**src/rtl/exc_pkg.sv**
```systemverilog
package exc_pkg;

    localparam int SR_W   = 16;
    localparam int LVL_W  = 3;
    localparam int TYPE_W = 4;
    localparam int VEC_W  = 8;
    localparam int ADDR_W = 32;

    localparam int SR_TRACE = 15;
    localparam int SR_SUPER = 13;
    localparam int SR_MSTR  = 12;
    localparam int SR_IPL   = 8;

    localparam int TABLE_ALIGN = 20;

    typedef enum logic [2:0] {
        ST_IDLE,
        ST_IACK,
        ST_PUSH_PC,
        ST_PUSH_FMT,
        ST_VFETCH
    } seq_state_e;

    typedef enum logic [1:0] {
        SRC_NONE,
        SRC_FAULT,
        SRC_IRQ
    } src_e;

    typedef struct packed {
        src_e              src;
        logic [VEC_W-1:0]  vector;
        logic [LVL_W-1:0]  level;
    } pick_t;

    typedef struct packed {
        logic [SR_W-1:0]   saved_sr;
        logic [SR_W-1:0]   new_sr;
        logic [ADDR_W-1:0] base;
        logic [1:0]        adj;
        logic [ADDR_W-1:0] vtb;
    } ctx_t;

    function automatic logic irq_eligible(input logic [LVL_W-1:0] lvl,
                                          input logic [LVL_W-1:0] mask);
        return (lvl == '1) || (lvl > mask);
    endfunction

    function automatic logic [31:0] fmt_word(input logic [1:0] adj,
                                             input logic [VEC_W-1:0] vec,
                                             input logic [SR_W-1:0] sr);
        return {2'b01, adj, 2'b00, vec, 2'b00, sr};
    endfunction

    function automatic logic [ADDR_W-1:0] vec_addr(input logic [ADDR_W-1:0] vtb,
                                                   input logic [VEC_W-1:0] vec);
        return vtb + {{(ADDR_W-VEC_W-2){1'b0}}, vec, 2'b00};
    endfunction

endpackage

```
**src/rtl/exc_arbiter.sv**
```systemverilog
module exc_arbiter
    import exc_pkg::*;
#(
    parameter int VEC_OFS = 2
) (
    input  logic              fault_req,
    input  logic [TYPE_W-1:0] fault_type,
    input  logic [LVL_W-1:0]  irq_level,
    input  logic [LVL_W-1:0]  ipl_mask,
    output pick_t             pick
);

    always_comb begin
        pick        = '0;
        pick.src    = SRC_NONE;
        if (fault_req) begin
            pick.src    = SRC_FAULT;
            pick.vector = VEC_W'(fault_type) + VEC_W'(VEC_OFS);
        end else if (irq_level != '0 && irq_eligible(irq_level, ipl_mask)) begin
            pick.src   = SRC_IRQ;
            pick.level = irq_level;
        end
    end

endmodule

```
**src/rtl/exc_frame.sv**
```systemverilog
module exc_frame
    import exc_pkg::*;
(
    input  logic [SR_W-1:0]   sr_in,
    input  logic [ADDR_W-1:0] sp_in,
    input  logic [ADDR_W-1:0] vbr_in,
    input  logic              is_irq,
    input  logic [LVL_W-1:0]  level,
    output ctx_t              ctx
);

    localparam logic [ADDR_W-1:0] VTB_MASK = {{(ADDR_W-TABLE_ALIGN){1'b1}}, {TABLE_ALIGN{1'b0}}};

    always_comb begin
        ctx.saved_sr = sr_in;
        ctx.new_sr   = sr_in;
        ctx.new_sr[SR_SUPER] = 1'b1;
        ctx.new_sr[SR_TRACE] = 1'b0;
        if (is_irq) begin
            ctx.new_sr[SR_MSTR] = 1'b0;
            ctx.new_sr[SR_IPL +: LVL_W] = level;
        end
        ctx.adj  = sp_in[1:0];
        ctx.base = {sp_in[ADDR_W-1:2], 2'b00};
        ctx.vtb  = vbr_in & VTB_MASK;
    end

endmodule

```
**src/rtl/exc_entry_seq.sv**
```systemverilog
module exc_entry_seq
    import exc_pkg::*;
#(
    parameter logic [31:0] IACK_SPACE = 32'hFFFF_FFE0,
    parameter int          VEC_OFS    = 2
) (
    input  logic        clk,
    input  logic        rst,
    input  logic        fault_req,
    input  logic [3:0]  fault_type,
    input  logic [2:0]  irq_level,
    input  logic [15:0] sr_in,
    input  logic [31:0] sp_in,
    input  logic [31:0] pc_in,
    input  logic [31:0] vbr_in,
    output logic        bus_req,
    output logic        bus_we,
    output logic        bus_iack,
    output logic [31:0] bus_addr,
    output logic [31:0] bus_wdata,
    input  logic        bus_ack,
    input  logic [31:0] bus_rdata,
    output logic [15:0] sr_out,
    output logic [31:0] sp_out,
    output logic [31:0] fetch_addr,
    output logic        fetch_valid,
    output logic        busy
);

    localparam logic [ADDR_W-1:0] WORD = ADDR_W'(4);

    seq_state_e        state;
    pick_t             pick;
    ctx_t              ctx, ctx_q;
    logic [ADDR_W-1:0] pc_q, sp_q, fetch_q;
    logic [VEC_W-1:0]  vec_q;
    logic [LVL_W-1:0]  lvl_q;
    logic [SR_W-1:0]   sr_q;
    logic              fv_q;

    exc_arbiter #(.VEC_OFS(VEC_OFS)) u_arb (
        .fault_req  (fault_req),
        .fault_type (fault_type),
        .irq_level  (irq_level),
        .ipl_mask   (sr_in[SR_IPL +: LVL_W]),
        .pick       (pick)
    );

    exc_frame u_frame (
        .sr_in  (sr_in),
        .sp_in  (sp_in),
        .vbr_in (vbr_in),
        .is_irq (pick.src == SRC_IRQ),
        .level  (pick.level),
        .ctx    (ctx)
    );

    always_ff @(posedge clk) begin
        if (rst) begin
            state   <= ST_IDLE;
            ctx_q   <= '0;
            pc_q    <= '0;
            vec_q   <= '0;
            lvl_q   <= '0;
            sr_q    <= '0;
            sp_q    <= '0;
            fetch_q <= '0;
            fv_q    <= 1'b0;
        end else begin
            fv_q <= 1'b0;
            case (state)
                ST_IDLE: begin
                    if (pick.src != SRC_NONE) begin
                        ctx_q <= ctx;
                        pc_q  <= pc_in;
                        vec_q <= pick.vector;
                        lvl_q <= pick.level;
                        state <= (pick.src == SRC_IRQ) ? ST_IACK : ST_PUSH_PC;
                    end
                end
                ST_IACK: begin
                    if (bus_ack) begin
                        vec_q <= bus_rdata[VEC_W-1:0];
                        state <= ST_PUSH_PC;
                    end
                end
                ST_PUSH_PC: begin
                    if (bus_ack) state <= ST_PUSH_FMT;
                end
                ST_PUSH_FMT: begin
                    if (bus_ack) state <= ST_VFETCH;
                end
                ST_VFETCH: begin
                    if (bus_ack) begin
                        fetch_q <= bus_rdata;
                        sr_q    <= ctx_q.new_sr;
                        sp_q    <= ctx_q.base - 2 * WORD;
                        fv_q    <= 1'b1;
                        state   <= ST_IDLE;
                    end
                end
                default: state <= ST_IDLE;
            endcase
        end
    end

    always_comb begin
        bus_req   = 1'b0;
        bus_we    = 1'b0;
        bus_iack  = 1'b0;
        bus_addr  = '0;
        bus_wdata = '0;
        case (state)
            ST_IACK: begin
                bus_req  = 1'b1;
                bus_iack = 1'b1;
                bus_addr = IACK_SPACE | {{(ADDR_W-LVL_W-2){1'b0}}, lvl_q, 2'b00};
            end
            ST_PUSH_PC: begin
                bus_req   = 1'b1;
                bus_we    = 1'b1;
                bus_addr  = ctx_q.base - WORD;
                bus_wdata = pc_q;
            end
            ST_PUSH_FMT: begin
                bus_req   = 1'b1;
                bus_we    = 1'b1;
                bus_addr  = ctx_q.base - 2 * WORD;
                bus_wdata = fmt_word(ctx_q.adj, vec_q, ctx_q.saved_sr);
            end
            ST_VFETCH: begin
                bus_req  = 1'b1;
                bus_addr = vec_addr(ctx_q.vtb, vec_q);
            end
            default: ;
        endcase
    end

    assign sr_out      = sr_q;
    assign sp_out      = sp_q;
    assign fetch_addr  = fetch_q;
    assign fetch_valid = fv_q;
    assign busy        = (state != ST_IDLE);

    // a pending cycle keeps its request, direction, address and data
    assert_bus_hold_R11: assert property (@(posedge clk) disable iff (rst)
        (bus_req && !bus_ack) |=> (bus_req && $stable(bus_we) && $stable(bus_addr) && $stable(bus_wdata)));

    // acknowledge cycles are always reads
    assert_iack_read_R7: assert property (@(posedge clk) disable iff (rst)
        bus_iack |-> (bus_req && !bus_we));

    // the final stack pointer is word aligned
    assert_frame_align_R8: assert property (@(posedge clk) disable iff (rst)
        fetch_valid |-> (sp_out[1:0] == 2'b00));

    // supervisor set and trace clear on completion
    assert_sr_super_R2: assert property (@(posedge clk) disable iff (rst)
        fetch_valid |-> (sr_out[SR_SUPER] && !sr_out[SR_TRACE]));

    // an idle fault goes straight to stacking, never to acknowledge
    assert_fault_first_R6: assert property (@(posedge clk) disable iff (rst)
        (!busy && fault_req) |=> (state == ST_PUSH_PC));

    // the fetch strobe lasts one cycle
    assert_fetch_pulse_R10: assert property (@(posedge clk) disable iff (rst)
        fetch_valid |=> !fetch_valid);

endmodule

```
**config.mk**
```make
export PLATFORM = sky130hd
export DESIGN_NAME = exc_entry_seq
export DESIGN_NICKNAME = d
export VERILOG_FILES = /design/src/rtl/exc_pkg.sv /design/src/rtl/exc_arbiter.sv /design/src/rtl/exc_frame.sv /design/src/rtl/exc_entry_seq.sv
export SDC_FILE = /design/constraint.sdc
export NUM_CORES = 1
export LEC_CHECK = 0
export ABC_AREA = 1
export BUFFER_PORTS_ARGS = -buffer_cell sky130_fd_sc_hd__buf_2
export CAP_MARGIN = 20
export CORE_MARGIN = 2
export CORE_UTILIZATION = 45
export CTS_CLUSTER_DIAMETER = 100
export CTS_CLUSTER_SIZE = 28
export DETAILED_ROUTE_END_ITERATION = 10
export GPL_TIMING_DRIVEN = 1
export PLACE_DENSITY = 0.84
export REMOVE_ABC_BUFFERS = 1
export SYNTH_ARGS = -nofsm -noshare
export SYNTH_HDL_FRONTEND = slang
export SYNTH_SLANG_ARGS = --single-unit
```
**constraint.sdc**
```tcl
create_clock -name clk -period 2.4 [get_ports clk]
set_clock_uncertainty 0.1 [all_clocks]
set_input_delay 0.12 -clock clk [delete_from_list [all_inputs] [get_ports clk]]
set_output_delay 0.12 -clock clk [all_outputs]
set_load 0.005 [all_outputs]
```
# After elaboration in Yosys (flattened, before gate mapping)
# Cells that the tools add are included.
[classes]
n_reduce_logical = 14
n_lt_le_gt_ge = 1
addsub = 4
bitwise_logic = 1
n_mux = 23
eq_ne = 11
[ops]
columns = ["cell", "count"]
rows = [
  ["$pmux 32 s4", 1],
  ["$pmux 32 s2", 1],
  ["$add 32x10->32", 1],
  ["$sub 32x3->32 const B", 1],
  ["$sub 32x4->32 const B", 1],
  ["$mux 3", 8],
  ["$mux 8", 3],
  ["$pmux 8 s2", 1],
  ["$pmux 3 s5", 1],
  ["$ne 2x2->1 const B", 5],
  ["$eq 3x2->1 const B", 2],
  ["$eq 3x3->1 const B", 2],
  ["$mux 2", 3],
  ["$reduce_bool 3->1", 2],
  ["$add 4x2->5 const B", 1],
  ["$mux 1", 5],
  ["$reduce_and 5->1", 1],
  ["$reduce_and 2->1", 2],
  ["$reduce_bool 2->1", 2],
  ["$reduce_or 2->1", 2],
  ["$reduce_or 4->1", 1],
  ["$eq 3x1->1 const B", 1],
  ["$gt 3x3->1", 1],
  ["$logic_not 3->1", 1],
  ["other kinds (5)", 5],
]
[word_totals]
output_inout_bits = 149
input_bits = 155
word_cells = 67
regBits = 201

# Logic depth before layout (Yosys ltp)
[logic_depth]
word_depth = 9
depth_mapped = 14
depth_no_buf = 13

# By module
# A second synthesis with hierarchy kept.
[unflattened]
hier_cells = 1846
hier_area_um2 = 12355.6
[modules_own_cells]
columns = ["module", "n_inst", "seq_area_each_um2", "area_each_um2", "cells_each"]
rows = [
  ["exc_entry_seq", 1, 4504.3, 11373.4, 1700],
  ["exc_frame", 1, 0.0, 758.2, 108],
  ["exc_arbiter", 1, 0.0, 224.0, 38],
]

# Worst setup path before layout
# Ideal clock, no wire load.
[synth_path]
path_type = "register to output"
start = "register ctx_q[37] in the netlist's numbering"
end = "output bus_addr[27]"
path_stages_with_launch = 11
required_ns = 2.180
arrival_time_ns = 1.610
n_path_buf = 0
path_slack_ns = 0.570
path_cell_list = "dfxtp_1 -> inv_1 -> ha_1 -> nand2_1 -> nor2_1 -> nand2_1 -> nor2_4 -> nand2_1 -> xor2_1 -> nand2_1 -> nand3b_1"
[synth_between]
elab_chain_len = 2
elab_cells_between_ends = 3
cone_classes = "add/sub: 2; mux: 1"
[synth_rtl]
columns = ["element", "line", "rtl"]
rows = [
  ["from (decl)", "exc_entry_seq.sv:34", "ctx_t ctx, ctx_q;"],
  ["from (signal assigned)", "exc_entry_seq.sv:74", "ctx_q <= ctx;"],
  ["$sub 32x4->32 or $sub 32x3->32 (tied branches)", "exc_entry_seq.sv:128, exc_entry_seq.sv:122", ""],
  ["$pmux 32 s4 *", "exc_entry_seq.sv:113", "case (state)"],
  ["to (decl)", "exc_entry_seq.sv:19", "output logic [31:0] bus_addr,"],
]
# Mark *: on every way between the ends. The rest lies on a longest branch, timed or not.

# Worst setup path in the final report
[layout_path]
start = "register ctx_q[37] in the netlist's numbering"
end = "output bus_addr[15]"
# The elaborated chain is that of the path after synthesis.

==> reports/metrics.cfg <==
[run_status]
outcome=completed

[sta]
setup_viol_count_final=0
finalHoldWorstSlack_ns=0.0168
timing.setup.tns_ns=0
rsz_0062_raised_after_global_routing=yes
timing_worst_slew_pin_value_ns=0.535
report.final.hold_viol_count=0
final_min_period_over_clock_period=0.963
timing.max_slew.rel_slack=0.644
final_max_slew_viol_count=0
max_clock_freq_mhz=433
finalWorstPathRequiredPeriod_ns=2.31

[critical_path]
critical_path_required_ns=2.18
crit_path_top_delay_cell=dfxtp_4
critical_path.max_fanout=5
worstSetupEndpointType=output pin
logic_depth_of_the_worst_path_buffers_included=10
endpoint=bus_addr[15]
r2r_slack_ns=0.19
critPathLaunchType=flip-flop
timing.critical_path.arrival_ns=2.09
cpLargestDelayFamily=buffers and inverters
cp_cell_sequence=inv_6 -> ha_4 -> nand2_1 -> inv_2 -> nand2_2 -> nor3_2 -> buf_4 -> nor2_1 -> o31ai_1 -> buf_2
worstSetupPathType=flip-flop to output pin
biggest_cell_delay_along_the_critical_path_ns=0.37
worst_setup_path_startpoint=ctx_q[37]$_SDFFE_PP0P_
timing.reg2reg.worst_path_depth=9
rr_startpoint=state[1]$_SDFFE_PP0P_
path_buf_inv=4
reg2reg_to=ctx_q[94]$_SDFFE_PP0P_

[logic_synthesis]
synth_commonest_cells=nor2_1, o21ai_0, dfxtp_1
cell_area_after_synthesis_mm2=0.00885
ys_top_cells_by_area=dfxtp_1, nor2_1, o21ai_0
synth_edf_count=0
yosysTopAreaCell=dfxtp_1
yosys.cell_types.count=37
ys_warn_count=0
synth_most_common_cell=nor2_1
dominantRegCellSynth=dfxtp_1
synth_area_per_cell_um2=7.01
synth-async-reset-ratio=0
synthesis.instances=1262
synth_largest_type_area_fraction=0.427
synth.yosys.seq_area_share=0.427
synth-seq-cells=189

[floorplan]
die-width_um=144
die_h_um=144
core_area_mm2=0.0194
initial_core_util=0.456
rows=51
design.die.area_mm2=0.0208
pin_count=304

[global_routing]
antenna_found_initial=0
grt_pass1_vias=9655
global_route_total_overflow=0
groute.usage.overall=0.289
grt_pass1_wl_mm=47.4
grt_start_max_net_pins=64

[final_layout]
layout.filler_cells=1636
final_design_area_no_fill_mm2=0.0127
fin_nets=1818
final_layout_size_suffix_gt1_frac=0.252
multiInputGateArea_mm2=0.00458
regArea_mm2=0.00379
postLayoutCoreUtil=0.656
number_of_diodes=0
syn_to_final_growth_pct=43.8

[place]
placement.io_buffers=278
place_congestion=0.924
dp.final_hpwl_mm=20.0
place_area_mm2=0.0105

[route]
drtAntennaViolNets=0
routed_via_count_divided_by_cell_count=5.25
via_count=10200
post_drt_wl_per_cell_um=16.3
remaining_drc_errors=0
firstDrtPassIters=5
detailed_route_wire_length_mm=31.5
drt_iter0_drc=734

[clocking]
numCtsBuffers=17
clock_sink_count=189
ctsRootBufferMaster=clkbuf_16
clk_pin_slew_ns=0.08
ctsHtreeMaxLevel=4
clock_insertion_delay_worst_skew_ns=0.44
cts_tree=done
ctsLongestPathBuffers=2

[worst_hold_path]
hold_path_class=input port to flip-flop

[pwr]
static-leakage-power_nw=6.19
power-per-cell-area_mw_per_mm2=1250
ir_worst_vdd_uv=724

[flow_run]
count_of_max_cap_constraint_violations=0

-- metrics by stage --
stage	instances	setup WS [ns]	power, mW
detailed placement	1763	0.164	12.0
global route	1935	-0.0306	17.0
finish	1935	0.0896	16.0
CTS	1928	-0.0129	15.3
floorplan	1191	-0.571	8.99
global placement	1763	0.228	11.8
-- worst min path at each step --
stage | from | endpoint | slack [ns] | depth (start not counted)
global placement | bus_rdata[20] | fetch_addr[20]$_SDFFE_PP0P_ | 0.24 | 3
global route | irq_level[0] | ctx_q[74]$_SDFFE_PP0P_ | 0.08 | 5
detailed placement | bus_rdata[20] | fetch_addr[20]$_SDFFE_PP0P_ | 0.25 | 3
CTS | irq_level[0] | ctx_q[74]$_SDFFE_PP0P_ | 0.007 | 5
finish | irq_level[0] | ctx_q[74]$_SDFFE_PP0P_ | 0.02 | 5
floorplan | rst | ctx_q[74]$_SDFFE_PP0P_ | 0.09 | 1
-- cell type report --
| type | instances | share of cell area |
|---|---|---|
| multi-input combinational | 901 | 0.360 |
| clock inverter | 14 | 0.0115 |
| timing repair buffer | 446 | 0.240 |
| clock buffer | 18 | 0.0345 |
| sequential | 189 | 0.298 |
| tap | 265 | 0.0261 |
| inverter | 102 | 0.0307 |
-- metal layers --
layer | part of all wire | routed length [um] | GRT usage | up-vias
li1 | - | - | - | 4921
met1 | 0.40 | 12500 | 0.333 | 4692
met2 | 0.49 | 15300 | 0.510 | 479
met3 | 0.090 | 2840 | 0.0834 | 72
met4 | 0.027 | 850 | 0.107 | 0
met5 | 0 | 0 | 0 | -
-- power breakdown --
| group | switching (mW) | internal [mW] | leakage, nW |
|---|---|---|---|
| combinational | 5.20 | 3.01 | 4.36 |
| sequential | 0.730 | 4.12 | 1.55 |
| clock | 1.39 | 1.50 | 0.277 |
-- sequential cells by signal, summed over array words and instances (netlist names) --
register,flops
ctx_q,65
fetch_addr,32
fetch_valid,1
lvl_q,3
pc_q,32
sp_out,30
sr_out,15
state,3
vec_q,8
-- cell families (layout without fill, tap and decap cells) --
group / Yosys count / count (layout) / share of synthesized area
xor+xnor: 29 / 29 / 0.0287
fa+ha+maj: 6 / 6 / 0.00848
other cells: 1 / 5 / 0.000424
compound gates: 335 / 335 / 0.210
simple gates: 525 / 526 / 0.242
flops: 189 / 189 / 0.427
buf+inv: 177 / 580 / 0.0835
-- worst min-delay path, cell delays in order --
cell and delay (ns):
buf_2 0.12, inv_1 0.09, o21ai_0 0.09, nand2_1 0.06
a21oi_1 0.05
-- cell usage in the layout (no fill, tap or decap), types with 26 or more instances in the layout --
| cell | instances |
|---|---|
| a21oi_1 | 71 |
| buf_2 | 278 |
| buf_4 | 30 |
| dfxtp_1 | 186 |
| dlygate4sd3_1 | 131 |
| inv_1 | 89 |
| nand2_1 | 148 |
| nand3_1 | 39 |
| nor2_1 | 259 |
| o21ai_0 | 199 |
| xor2_1 | 26 |
-- repair_timing --
item	4_1_cts	5_1_grt
hold endpoints to repair	139	0
gates cloned	0	1
resized for setup	18	58
setup buffers	2	6
hold buffers	131	0
endpoints found under the setup margin	21	47
pin swaps	1	11
Power figures use the tool's default switching activity.
